===== src/rtl/sfu_pkg.sv =====
package sfu_pkg;
   typedef enum logic [2:0] {
      OP_NONE,
      OP_PUSH,
      OP_POP,
      OP_JMP,
      OP_CALL,
      OP_RET
   } sfu_op_e;

   typedef enum logic [1:0] {
      ST_IDLE,
      ST_CALL2,
      ST_RET2
   } sfu_st_e;
endpackage


===== src/rtl/sfu_decode.sv =====
module sfu_decode
   import sfu_pkg::*;
#(
   parameter int IW   = 16,
   parameter int RW   = 5,
   parameter int OFFW = 12
) (
   input  logic [IW-1:0]   instr,
   output sfu_op_e         op,
   output logic [RW-1:0]   reg_idx,
   output logic [OFFW-1:0] offset
);
   localparam int RLSB = 4;
   localparam logic [3:0]  JMP_PFX  = 4'b1100;
   localparam logic [3:0]  CALL_PFX = 4'b1101;
   localparam logic [6:0]  PUSH_PFX = 7'b1001001;
   localparam logic [6:0]  POP_PFX  = 7'b1001000;
   localparam logic [3:0]  STK_SFX  = 4'b1111;
   localparam logic [15:0] RET_WORD = 16'h9508;

   if (IW != 16) begin : g_bad_iw
      $error("sfu_decode: instruction width must be 16");
   end
   if (RW + RLSB + 7 != IW) begin : g_bad_rw
      $error("sfu_decode: register field width mismatch");
   end
   if (OFFW != 12) begin : g_bad_off
      $error("sfu_decode: offset field must be 12 bits");
   end

   assign reg_idx = instr[RLSB +: RW];
   assign offset  = instr[OFFW-1:0];

   always_comb begin
      op = OP_NONE;
      if (instr == RET_WORD)
         op = OP_RET;
      else if (instr[15:12] == JMP_PFX)
         op = OP_JMP;
      else if (instr[15:12] == CALL_PFX)
         op = OP_CALL;
      else if (instr[15:9] == PUSH_PFX && instr[3:0] == STK_SFX)
         op = OP_PUSH;
      else if (instr[15:9] == POP_PFX && instr[3:0] == STK_SFX)
         op = OP_POP;
   end
endmodule


===== src/rtl/sfu_sp_reg.sv =====
module sfu_sp_reg #(
   parameter int AW = 16,
   parameter int DW = 8
) (
   input  logic          clk,
   input  logic          rst_n,
   input  logic          inc,
   input  logic          dec,
   input  logic          lo_we,
   input  logic          hi_we,
   input  logic [DW-1:0] wdata,
   output logic [AW-1:0] sp_q
);
   localparam logic [AW-1:0] ONE = 1;

   if (AW != 2 * DW) begin : g_bad_w
      $error("sfu_sp_reg: pointer must be two data bytes wide");
   end

   logic [AW-1:0] sp_d;

   always_comb begin
      sp_d = sp_q;
      if (inc)
         sp_d = sp_q + ONE;
      else if (dec)
         sp_d = sp_q - ONE;
      if (lo_we)
         sp_d[DW-1:0] = wdata;
      if (hi_we)
         sp_d[AW-1:DW] = wdata;
   end

   always_ff @(posedge clk) begin
      if (!rst_n)
         sp_q <= '0;
      else
         sp_q <= sp_d;
   end


   sp_down_chk: assert property (@(posedge clk) disable iff (!rst_n)
      (dec && !inc && !lo_we && !hi_we) |=> (sp_q == $past(sp_q) - ONE));


   sp_up_chk: assert property (@(posedge clk) disable iff (!rst_n)
      (inc && !dec && !lo_we && !hi_we) |=> (sp_q == $past(sp_q) + ONE));


   lo_write_chk: assert property (@(posedge clk) disable iff (!rst_n)
      lo_we |=> (sp_q[DW-1:0] == $past(wdata)));
endmodule


===== src/rtl/sfu_seq.sv =====
module sfu_seq
   import sfu_pkg::*;
#(
   parameter int AW   = 16,
   parameter int DW   = 8,
   parameter int RW   = 5,
   parameter int OFFW = 12
) (
   input  logic            clk,
   input  logic            rst_n,
   input  logic            instr_valid,
   input  sfu_op_e         op,
   input  logic [RW-1:0]   reg_idx,
   input  logic [OFFW-1:0] offset,
   input  logic [AW-1:0]   pc_in,
   input  logic [DW-1:0]   reg_rdata,
   input  logic [DW-1:0]   mem_rdata,
   input  logic [AW-1:0]   sp,
   output logic [AW-1:0]   pc_next,
   output logic            pc_load,
   output logic [AW-1:0]   mem_addr,
   output logic [DW-1:0]   mem_wdata,
   output logic            mem_we,
   output logic            mem_re,
   output logic [DW-1:0]   pop_data,
   output logic [RW-1:0]   pop_reg,
   output logic            pop_we,
   output logic            sp_inc,
   output logic            sp_dec,
   output logic            busy
);
   localparam logic [AW-1:0] ONE = 1;

   sfu_st_e       st_q;
   logic [DW-1:0] hold_byte_q;
   logic [AW-1:0] hold_pc_q;
   logic [AW-1:0] off_ext;
   logic [AW-1:0] target;
   logic [AW-1:0] sp_above;
   logic          issue;

   if (OFFW < AW) begin : g_sext
      assign off_ext = {{(AW - OFFW){offset[OFFW-1]}}, offset};
   end else begin : g_trunc
      assign off_ext = offset[AW-1:0];
   end

   assign target   = pc_in + off_ext + ONE;
   assign sp_above = sp + ONE;
   assign busy     = (st_q != ST_IDLE);
   assign issue    = instr_valid && !busy;
   assign pop_data = mem_rdata;
   assign pop_reg  = reg_idx;

   always_comb begin
      pc_next   = '0;
      pc_load   = 1'b0;
      mem_addr  = sp;
      mem_wdata = '0;
      mem_we    = 1'b0;
      mem_re    = 1'b0;
      pop_we    = 1'b0;
      sp_inc    = 1'b0;
      sp_dec    = 1'b0;
      unique case (st_q)
         ST_CALL2: begin
            mem_we    = 1'b1;
            mem_wdata = hold_byte_q;
            sp_dec    = 1'b1;
            pc_load   = 1'b1;
            pc_next   = hold_pc_q;
         end
         ST_RET2: begin
            mem_re   = 1'b1;
            mem_addr = sp_above;
            sp_inc   = 1'b1;
            pc_load  = 1'b1;
            pc_next  = {hold_byte_q, mem_rdata} + ONE;
         end
         default: begin
            if (issue) begin
               unique case (op)
                  OP_PUSH: begin
                     mem_we    = 1'b1;
                     mem_wdata = reg_rdata;
                     sp_dec    = 1'b1;
                  end
                  OP_POP: begin
                     mem_re   = 1'b1;
                     mem_addr = sp_above;
                     pop_we   = 1'b1;
                     sp_inc   = 1'b1;
                  end
                  OP_JMP: begin
                     pc_load = 1'b1;
                     pc_next = target;
                  end
                  OP_CALL: begin
                     mem_we    = 1'b1;
                     mem_wdata = pc_in[DW-1:0];
                     sp_dec    = 1'b1;
                  end
                  OP_RET: begin
                     mem_re   = 1'b1;
                     mem_addr = sp_above;
                     sp_inc   = 1'b1;
                  end
                  default: ;
               endcase
            end
         end
      endcase
   end

   always_ff @(posedge clk) begin
      if (!rst_n) begin
         st_q        <= ST_IDLE;
         hold_byte_q <= '0;
         hold_pc_q   <= '0;
      end else if (issue && op == OP_CALL) begin
         st_q        <= ST_CALL2;
         hold_byte_q <= pc_in[AW-1:DW];
         hold_pc_q   <= target;
      end else if (issue && op == OP_RET) begin
         st_q        <= ST_RET2;
         hold_byte_q <= mem_rdata;
      end else begin
         st_q <= ST_IDLE;
      end
   end


   one_access_chk: assert property (@(posedge clk) disable iff (!rst_n)
      $onehot0({mem_we, mem_re}));


   call_second_chk: assert property (@(posedge clk) disable iff (!rst_n)
      (issue && op == OP_CALL) |=> (busy && mem_we && pc_load));


   ret_second_chk: assert property (@(posedge clk) disable iff (!rst_n)
      (issue && op == OP_RET) |=> (busy && mem_re && pc_load));


   busy_short_chk: assert property (@(posedge clk) disable iff (!rst_n)
      busy |=> !busy);
endmodule


===== src/rtl/stack_flow_unit.sv =====
module stack_flow_unit
   import sfu_pkg::*;
#(
   parameter int AW   = 16,
   parameter int DW   = 8,
   parameter int IW   = 16,
   parameter int RW   = 5,
   parameter int OFFW = 12
) (
   input  logic            clk,
   input  logic            rst_n,
   input  logic            instr_valid,
   input  logic [IW-1:0]   instr,
   input  logic [AW-1:0]   pc_in,
   input  logic [DW-1:0]   reg_rdata,
   input  logic [DW-1:0]   mem_rdata,
   input  logic            sp_lo_we,
   input  logic            sp_hi_we,
   input  logic [DW-1:0]   sp_wdata,
   output logic [AW-1:0]   pc_next,
   output logic            pc_load,
   output logic [AW-1:0]   mem_addr,
   output logic [DW-1:0]   mem_wdata,
   output logic            mem_we,
   output logic            mem_re,
   output logic [DW-1:0]   pop_data,
   output logic [RW-1:0]   pop_reg,
   output logic            pop_we,
   output logic            busy,
   output logic [DW-1:0]   sp_lo,
   output logic [DW-1:0]   sp_hi
);
   sfu_op_e         op;
   logic [RW-1:0]   reg_idx;
   logic [OFFW-1:0] offset;
   logic [AW-1:0]   sp;
   logic            sp_inc;
   logic            sp_dec;

   sfu_decode #(.IW(IW), .RW(RW), .OFFW(OFFW)) u_dec (
      .instr   (instr),
      .op      (op),
      .reg_idx (reg_idx),
      .offset  (offset)
   );

   sfu_sp_reg #(.AW(AW), .DW(DW)) u_sp (
      .clk   (clk),
      .rst_n (rst_n),
      .inc   (sp_inc),
      .dec   (sp_dec),
      .lo_we (sp_lo_we),
      .hi_we (sp_hi_we),
      .wdata (sp_wdata),
      .sp_q  (sp)
   );

   sfu_seq #(.AW(AW), .DW(DW), .RW(RW), .OFFW(OFFW)) u_seq (
      .clk         (clk),
      .rst_n       (rst_n),
      .instr_valid (instr_valid),
      .op          (op),
      .reg_idx     (reg_idx),
      .offset      (offset),
      .pc_in       (pc_in),
      .reg_rdata   (reg_rdata),
      .mem_rdata   (mem_rdata),
      .sp          (sp),
      .pc_next     (pc_next),
      .pc_load     (pc_load),
      .mem_addr    (mem_addr),
      .mem_wdata   (mem_wdata),
      .mem_we      (mem_we),
      .mem_re      (mem_re),
      .pop_data    (pop_data),
      .pop_reg     (pop_reg),
      .pop_we      (pop_we),
      .sp_inc      (sp_inc),
      .sp_dec      (sp_dec),
      .busy        (busy)
   );

   assign sp_lo = sp[DW-1:0];
   assign sp_hi = sp[AW-1:DW];


   reset_quiet_chk: assert property (@(posedge clk)
      !rst_n |=> (sp == '0 && !busy));
endmodule


===== config.mk =====
export PLATFORM = sky130hd
export DESIGN_NAME = stack_flow_unit
export DESIGN_NICKNAME = d
export VERILOG_FILES = /design/src/rtl/sfu_pkg.sv /design/src/rtl/sfu_decode.sv /design/src/rtl/sfu_sp_reg.sv /design/src/rtl/sfu_seq.sv /design/src/rtl/stack_flow_unit.sv
export SDC_FILE = /design/constraint.sdc
export NUM_CORES = 1
export LEC_CHECK = 0
export BUFFER_PORTS_ARGS = -buffer_cell sky130_fd_sc_hd__buf_2
export CORE_MARGIN = 8
export CORE_UTILIZATION = 50
export CTS_CLUSTER_SIZE = 20
export DETAILED_ROUTE_END_ITERATION = 16
export PLACE_DENSITY_LB_ADDON = 0.25
export SKIP_LAST_GASP = 1
export SLEW_MARGIN = 20
export SYNTH_ARGS = -nofsm -noshare
export SYNTH_HDL_FRONTEND = slang
export SYNTH_HIERARCHICAL = 1
export SYNTH_SLANG_ARGS = --single-unit

===== constraint.sdc =====
create_clock -name clk -period 4.6 [get_ports clk]
set_input_delay 0.23 -clock clk [delete_from_list [all_inputs] [get_ports clk]]
set_output_delay 0.23 -clock clk [all_outputs]
set_load 0.05 [all_outputs]

=== After elaboration in Yosys (flattened, before gate mapping) ===
Cells that the tools add are included.

* Add/sub/neg operators: 5
* Bitwise operators: 1
* Equal/unequal tests: 13
* Muxes and demuxes: 34
* Reduce and logical (&&, ||, !) cells: 14

{| class="wikitable"
|+ Operators by type and width
! kind !! number
|-
| $mux 16 || 6
|-
| $pmux 16 s2 || 2
|-
| $add 16x1->16 const B || 3
|-
| $mux 8 || 5
|-
| $pmux 8 s2 || 2
|-
| $add 16x16->16 || 1
|-
| $eq 16x16->1 const B || 1
|-
| $sub 16x1->16 const B || 1
|-
| $eq 7x7->1 const B || 2
|-
| $eq 4x4->1 const B || 3
|-
| $mux 3 || 4
|-
| $mux 1 || 11
|-
| $reduce_or 2->1 || 4
|-
| $eq 3x2->1 const B || 2
|-
| $eq 3x3->1 const B || 2
|-
| $reduce_bool 3->1 || 2
|-
| $logic_and 1x1->1 || 5
|-
| $mux 2 || 2
|-
| $pmux 1 s2 || 2
|-
| $reduce_bool 2->1 || 2
|-
| $eq 3x1->1 const B || 1
|-
| $eq 2x1->1 const B || 1
|-
| $eq 2x2->1 const B || 1
|-
| $logic_not 1->1 || 1
|-
| $not 1->1 || 1
|}

* Bits in registers: 42
* Word-level logic and storage cells: 73
* Output and inout port bits: 74

=== Depth between registers and ports, before layout ===
Gate-level depths: netlist of the first run.

* Depth in word-level cells: 15
* Mapped depth: 18
* Depth with buffers taken out: 16

=== Cells and area by module ===
The synthesis of the first run kept the hierarchy.

{| class="wikitable"
|+ Modules (own cells, without submodules)
! module !! area an instance (sq um) !! times used !! cells each !! seq. area each (sq um)
|-
| sfu_seq || 3279.4 || 1 || 462 || 520.5
|-
| sfu_sp_reg || 1427.6 || 1 || 192 || 320.3
|-
| sfu_decode || 237.7 || 1 || 33 || 0.0
|}

=== Worst setup path after synthesis of the first run ===
Ideal clock, no wire load.

* Path type: input -> register
* Start point: input instr[15]
* End point: register u_sp.sp_q[14]
* Required time: 4.513 ns
* Setup time: 0.087 ns
* Arrival time: 4.023 ns
* Stages on the path: 17
* Path slack: 0.490 ns
* Path buffers: 2
* Cells stage by stage: nor2b_4 > nand4_1 > o32ai_1 > or3b_4 > a21oi_4 > a21boi_2 > inv_2 > buf_4 > buf_4 > inv_1 > ha_1 > nor2b_4 > o31a_1 > o21a_1 > o2111a_1 > o31a_1 > o31ai_1

* Longest elaborated chain between the ends: 14
* Elaborated cells on any way between the ends: 27

{| class="wikitable"
|+ RTL lines
! item !! RTL line !! text
|-
| from (decl) || stack_flow_unit.sv:13 || <nowiki>input logic [IW-1:0] instr,</nowiki>
|-
| $eq 7x7->1 || sfu_decode.sv:44 || <nowiki>else if (instr[15:9] == POP_PFX && instr[3:0] == STK_SFX)</nowiki>
|-
| $logic_and 1x1->1 || sfu_decode.sv:44 ||
|-
| $mux 2 || sfu_decode.sv:44 ||
|-
| $mux 3 || sfu_decode.sv:42 || <nowiki>else if (instr[15:9] == PUSH_PFX && instr[3:0] == STK_SFX)</nowiki>
|-
| $mux 3 || sfu_decode.sv:40 || <nowiki>else if (instr[15:12] == CALL_PFX)</nowiki>
|-
| $mux 3 || sfu_decode.sv:38 || <nowiki>else if (instr[15:12] == JMP_PFX)</nowiki>
|-
| $mux 3 * || sfu_decode.sv:36 || <nowiki>if (instr == RET_WORD)</nowiki>
|-
| named net op[1] || stack_flow_unit.sv:33 || <nowiki>sfu_op_e op;</nowiki>
|-
| $eq 3x2->1 / $eq 3x3->1 (equally long branches) || - ||
|-
| $reduce_or 2->1 (no line) * || - ||
|-
| $mux 1 * (2 in series) || - ||
|-
| $pmux 1 s2 * || - ||
|-
| named net mem_re || stack_flow_unit.sv:25 || <nowiki>output logic mem_re,</nowiki>
|-
| $mux 16 || sfu_sp_reg.sv:24 || <nowiki>if (inc)</nowiki>
|-
| $mux 8 || sfu_sp_reg.sv:30 || <nowiki>if (hi_we)</nowiki>
|-
| to (signal assigned) || sfu_sp_reg.sv:38 || <nowiki>sp_q <= sp_d;</nowiki>
|-
| to (decl) || sfu_sp_reg.sv:12 || <nowiki>output logic [AW-1:0] sp_q</nowiki>
|}

The timed path passes the listed nets; every way through them passes the cells marked *.
A chain may end at the register's enable or synchronous reset.

=== Worst setup path in the final report of the first run ===
* Start point: input instr[11]
* End point: register u_sp.sp_q[14]

* Longest elaborated chain between the ends: 14
* Elaborated cells on any way between the ends: 25

{| class="wikitable"
|+ RTL lines
! item !! RTL line !! text
|-
| $eq 7x7->1 || sfu_decode.sv:44 ||
|-
| $logic_and 1x1->1 || sfu_decode.sv:44 ||
|-
| $mux 2 || sfu_decode.sv:44 ||
|-
| $mux 3 || sfu_decode.sv:42 ||
|-
| $mux 3 || sfu_decode.sv:40 ||
|-
| $mux 3 || sfu_decode.sv:38 ||
|-
| $mux 3 * || sfu_decode.sv:36 ||
|-
| named net op[1] || stack_flow_unit.sv:33 ||
|-
| $eq 3x2->1 / $eq 3x3->1 (equally long branches) || sfu_seq.sv:82 || <nowiki>unique case (op)</nowiki>
|-
| $reduce_or 2->1 (no line) || - ||
|-
| $mux 1 || sfu_seq.sv:82 ||
|-
| $mux 1 || sfu_seq.sv:81 || <nowiki>if (issue) begin</nowiki>
|-
| $pmux 1 s2 || sfu_seq.sv:65 || <nowiki>unique case (st_q)</nowiki>
|-
| $mux 16 || sfu_sp_reg.sv:24 ||
|-
| $mux 8 || sfu_sp_reg.sv:30 ||
|}

Marked as above.

==> results.cfg, run 1 <==
[outcome]
outcome = completed

[clock_tree]
cts_tree = yes
post_cts_buffers = 0
htreeDepth = 2
clk_latency_ns = 0.30
cts_resized = 0
cts_hold_buf = 0
root_buffer = clkbuf_8
cts.clk_slew.worst_paths_ns = 0.10
numClockSinks = 42
cts_inserted_buffers = 5
clock_path_buffers = 2

[sta]
tightestPinTransition_ns = 0.909
slew_headroom_pct = 38.9
min_period_ns = 4.02
hold_violations = 0
slew_viol_final = 0
clock_skew_ns = 0.0177
fin_tns_setup_ns = 0
finalCritPeriodShare_pct = 87.5
clock.fmax_mhz = 249
rsz0062_at_grt = no
setup_viol = 0
fin_ws_ns = 0.577

[drt]
dr.max_layer_used = met4
route.met2.wl_um = 7710
ant_nets = 0
wl_per_cell_um = 18.4
wl_met1_um = 6840
drt_iter0_markers = 556
wl_um = 16800
wl_met3_um = 1640
remaining_drc_errors = 0
first_pass_iters = 5
via_per_inst = 6.09
vias = 5545

[power_and_ir_drop]
power.density_nw_per_um2 = 231
power_uw = 1280
leakage_uw = 0.00237
ir_drop_v = 0.000160

[logic_synthesis]
avgSynthCellArea_um2 = 7.20
syn_area_um2 = 4940
async_reset_ff_share_pct = 0
syn_nets = 785
synth-seq-area-share_pct = 17.0
yosysTopAreaCell = dfxtp_1
synth_edf_count = 0
ys_ff_latch = 42
synth_top_flop_cell = dfxtp_1
synthesis.instances = 687
synth_top_area_share_pct = 17.0
ys_types = 78
synth.yosys.warnings = 6
synth_area_leaders = dfxtp_1 (17%), ha_1 (8.9%), nand2_1 (7.9%)

[critical_path]
arrival_ns = 4.22
critical_path_class = input port to register
critPathRequiredTime_ns = 4.79
end_kind = register
critPathMaxFanout = 14
timing.rr.start = u_seq/st_q[0]
startpoint = instr[11]
crit_path_start_kind = input port

[cells_and_area]
area_delta_synth_final_pct = 12.3
fin_nets = 875
final_common_cell = buf_2
antennaDiodeCount = 0
final_area_um2 = 5560
drive_gt1_share_pct = 22.8
fillers = 947
final_cell_mix = buf_2 (134), nand2_1 (104), o21ai_0 (57)

[min_path]
min_from = pc_in[12]
hold_class = input port to register

[global_route]
grt_pass1_vias = 5279
grt_start_max_net_pins = 34
antenna_found_initial = 0
grt_usage_pct = 24.2
overflow = 0
grt_pass1_wl_um = 26000

[floorplan]
num_rows = 36
die-area_um2 = 13300
dieWidth_um = 115
io_pins = 135
initial_core_util_pct = 51.1
die_y_um = 115
core_area_um2 = 9680

[placement]
pre_cts_ws_ns = 0.395
place_area_um2 = 5440
place.detailed.hpwl_um = 13000
gp_congestion = 0.953
io_buffers = 134

[flow_run]
maxCapViolations = 0
## worst max-delay path, stage by stage
cell      delay [ns]
buf_2           0.16
nor2_1          0.10
nand4_1         0.15
o32ai_1         0.53
or3b_4          0.47
a21oi_4         0.27
a21boi_2        0.13
inv_2           0.07
inv_1           0.21
ha_1            0.42
nor2b_4         0.15
o31a_1          0.30
o21a_1          0.21
o2111a_1        0.25
o31a_1          0.27
o31ai_1         0.30
## cells in the mapped netlist (all sizes together) (8+ instances only)
| master | number |
|---|---|
| nand3 | 21 |
| buf | 41 |
| xnor2 | 20 |
| a31oi | 10 |
| inv | 27 |
| nand2 | 107 |
| nor3 | 8 |
| clkbuf | 14 |
| dfxtp | 42 |
| nor2 | 53 |
| nand2b | 8 |
| o221ai | 10 |
| o21ai | 73 |
| and2 | 10 |
| nor2b | 9 |
| xor2 | 15 |
| a21oi | 51 |
| o21a | 9 |
| a22oi | 14 |
| ha | 35 |
| nand4 | 14 |
## through the flow
step | util [%] | hold slack, ns | cells
2_1_floorplan | - | 0.329 | 687
3_3_place_gp | 56.2 | 0.439 | 903
3_5_place_dp | 56.2 | 0.449 | 903
4_1_cts | 57.4 | 0.167 | 910
5_1_grt | 57.4 | 0.181 | 910
6_report | 57.4 | 0.173 | 910
## registers in the layout (all words and copies together), names as in the netlist
register,count
u_seq/hold_byte_q,8
u_seq/st_q,2
u_seq/hold_pc_q,16
u_sp/sp_q,16
## final cells by class
| class | count | area [um2] | share of cell area [%] |
|---|---|---|---|
| sequential | 42 | 841 | 15.1 |
| tap | 133 | 166 | 3.00 |
| multi-input combinational | 562 | 3630 | 65.3 |
| timing repair buffer | 138 | 701 | 12.6 |
| inverter | 28 | 105 | 1.89 |
| clock inverter | 1 | 30.0 | 0.541 |
| clock buffer | 6 | 82.6 | 1.49 |
## power by group
group          switching, uW  internal (uW)
logic                    370            188
clock network            141            174
registers               32.1            379
total                    543            741
## metal layers
layer	GRT usage (%)	vias to the layer above
li1	-	2658
met1	29.6	2549
met2	40.6	300
met3	4.90	38
met4	9.89	0
met5	0	-
## final timing paths
| path | depth (start not counted) | endpoint | slack [ns] |
|---|---|---|---|
| worst max-delay path | 16 | u_sp/sp_q[14] | 0.58 |
| worst min-delay path | 3 | u_seq/hold_byte_q[4] | 0.17 |
| worst max register to register | 14 | u_sp/sp_q[14] | 0.82 |
| worst min register to register | 2 | u_seq/hold_pc_q[4] | 0.47 |
## kinds of logic (layout without fill, tap and decap cells)
| logic type | count (synthesis) | after routing | share of synthesized area [%] |
|---|---|---|---|
| fa+ha+maj | 37 | 37 | 9.67 |
| xor+xnor | 35 | 35 | 6.20 |
| buf+inv | 83 | 173 | 9.59 |
| mux | 3 | 3 | 0.708 |
| compound gates | 228 | 228 | 31.4 |
| simple gates | 259 | 259 | 25.5 |
| flops | 42 | 42 | 17.0 |
Power figures use the tool's default switching activity.
==> run 2, diff against run 1 <==
--- a/config.mk
+++ b/config.mk
@@ -6,7 +6,7 @@
 export NUM_CORES = 1
 export LEC_CHECK = 0
 export BUFFER_PORTS_ARGS = -buffer_cell sky130_fd_sc_hd__buf_2
-export CORE_MARGIN = 8
+export CORE_MARGIN = 1.5
 export CORE_UTILIZATION = 50
 export CTS_CLUSTER_SIZE = 20
 export DETAILED_ROUTE_END_ITERATION = 16
==> constraint.sdc (replaced) <==
create_clock -name clk -period 4.45 [get_ports clk]
set_input_delay 0.2225 -clock clk [delete_from_list [all_inputs] [get_ports clk]]
set_output_delay 0.2225 -clock clk [all_outputs]
set_load 0.05 [all_outputs]
==> run 2 against run 1 <==
Against the previous run: combinational power up 3.6%; die area down 21%; highest routed layer unchanged; largest cell class unchanged; flip-flop and latch count unchanged; total power down 1.0%.
==> results.cfg, run 2 (synthesis gave the netlist of run 1 again) <==
[cells_and_area]
reg_top3 = u_seq/hold_pc_q (16), u_sp/sp_q (16), u_seq/hold_byte_q (8)
fin_nets = 875
fillers = 974
final_common_cell = buf_2
final_cell_mix = buf_2 (134), nand2_1 (104), o21ai_0 (57)
area_delta_synth_final_pct = 11.9
antennaDiodeCount = 0
register_area_um2 = 841
final_area_um2 = 5530
multiInputGateArea_um2 = 3630
drive_gt1_share_pct = 22.8

[global_route]
overflow = 0
antenna_found_initial = 0
grt_usage_pct = 30.3
grt_start_max_net_pins = 34
grt_pass1_vias = 4937
grt_pass1_wl_um = 25000

[drt]
vias = 5571
first_pass_iters = 5
ant_nets = 0
dr.max_layer_used = met4
wl_met1_um = 6630
route.met2.wl_um = 7580
via_per_inst = 6.12
remaining_drc_errors = 0
drt_iter0_markers = 355
wl_per_cell_um = 17.6
wl_um = 16000
wl_met3_um = 1400

[flow_run]
maxCapViolations = 0

[critical_path]
critPathRequiredTime_ns = 4.66
critical_path_class = input port to register
end_kind = register
arrival_ns = 4.20
critPathMaxFanout = 14
crit_path_start_kind = input port

[floorplan]
core_area_um2 = 9680
io_pins = 135
num_rows = 36
die-area_um2 = 10500
dieWidth_um = 102
die_y_um = 102
initial_core_util_pct = 51.1

[sta]
hold_violations = 0
min_period_ns = 3.99
slew_viol_final = 0
finalCritPeriodShare_pct = 89.8
setup_viol = 0
clock_skew_ns = 0.0116
tightestPinTransition_ns = 0.877
slew_headroom_pct = 41.1
rsz0062_at_grt = no
fin_tns_setup_ns = 0
clock.fmax_mhz = 250

[clock_tree]
cts.clk_slew.worst_paths_ns = 0.09
cts_hold_buf = 0
numClockSinks = 42
clk_latency_ns = 0.30
cts_resized = 0
cts_tree = yes
root_buffer = clkbuf_8
post_cts_buffers = 0
cts_inserted_buffers = 5
htreeDepth = 2
clock_path_buffers = 2

[placement]
place_area_um2 = 5440
io_buffers = 134
gp_congestion = 0.992
place.detailed.hpwl_um = 12300

[power_and_ir_drop]
ir_drop_v = 0.000133
power.density_nw_per_um2 = 230
leakage_uw = 0.00236

[outcome]
outcome = completed

[min_path]
hold_class = input port to register
[run 2: changes by cell type in the layout (fill, tap and decap cells not counted)]
cell       delta
bufinv_16     -1
clkbuf_1      +1
clkinv_2      +1
[run 2: layout make-up]
class,count,area share (%)
clock buffers,7,1.56
clock inverters,1,0.0904
inverters,28,1.90
multi-input cells,562,65.6
flip-flops and latches,42,15.2
well taps,133,3.01
repair buffers,138,12.7
[run 2: worst max-delay path: stages]
cell and delay (ns):
buf_2 0.16, nor2_1 0.10, nand4_1 0.16, o32ai_1 0.53
or3b_4 0.46, a21oi_4 0.26, a21boi_2 0.14, inv_2 0.07
inv_1 0.21, ha_1 0.42, nor2b_4 0.15, o31a_1 0.30
o21a_1 0.22, o2111a_1 0.25, o31a_1 0.27, o31ai_1 0.26
[run 2: power by group]
group          internal (uW)  switching (uW)  leakage (uW)
registers                391            34.6      0.000343
clock network            126             142     0.0000482
logic                    194             383       0.00197
[run 2: path summary, 6_finish.rpt]
kind,slack [ns],cells past startpoint,endpoint,from
min reg2reg,0.45,2,u_seq/hold_pc_q[12],u_seq/hold_pc_q[12]
max reg2reg,0.65,14,u_sp/sp_q[14],u_seq/st_q[0]
max,0.46,16,u_sp/sp_q[14],instr[11]
min,0.15,3,u_seq/hold_byte_q[6],pc_in[14]
[run 2: per-layer routing]
layer	vias up	GRT usage, %
met5	-	0
met4	0	10.5
met3	38	3.76
met2	320	53.1
met1	2566	38.3
li1	2647	-
[run 2: through the flow]
step | hold WS, ns | util [%] | total power, uW | setup WS (ns) | instances
final | 0.155 | 57.1 | 1270 | 0.456 | 911
after global routing | 0.138 | 57.1 | 1340 | 0.247 | 911
after CTS | 0.151 | 57.1 | 1260 | 0.549 | 911
after detailed placement | 0.446 | 56.2 | 998 | 0.235 | 903
after global placement | 0.442 | 56.2 | 985 | 0.408 | 903
after floorplan | 0.321 | - | 860 | 0.347 | 687
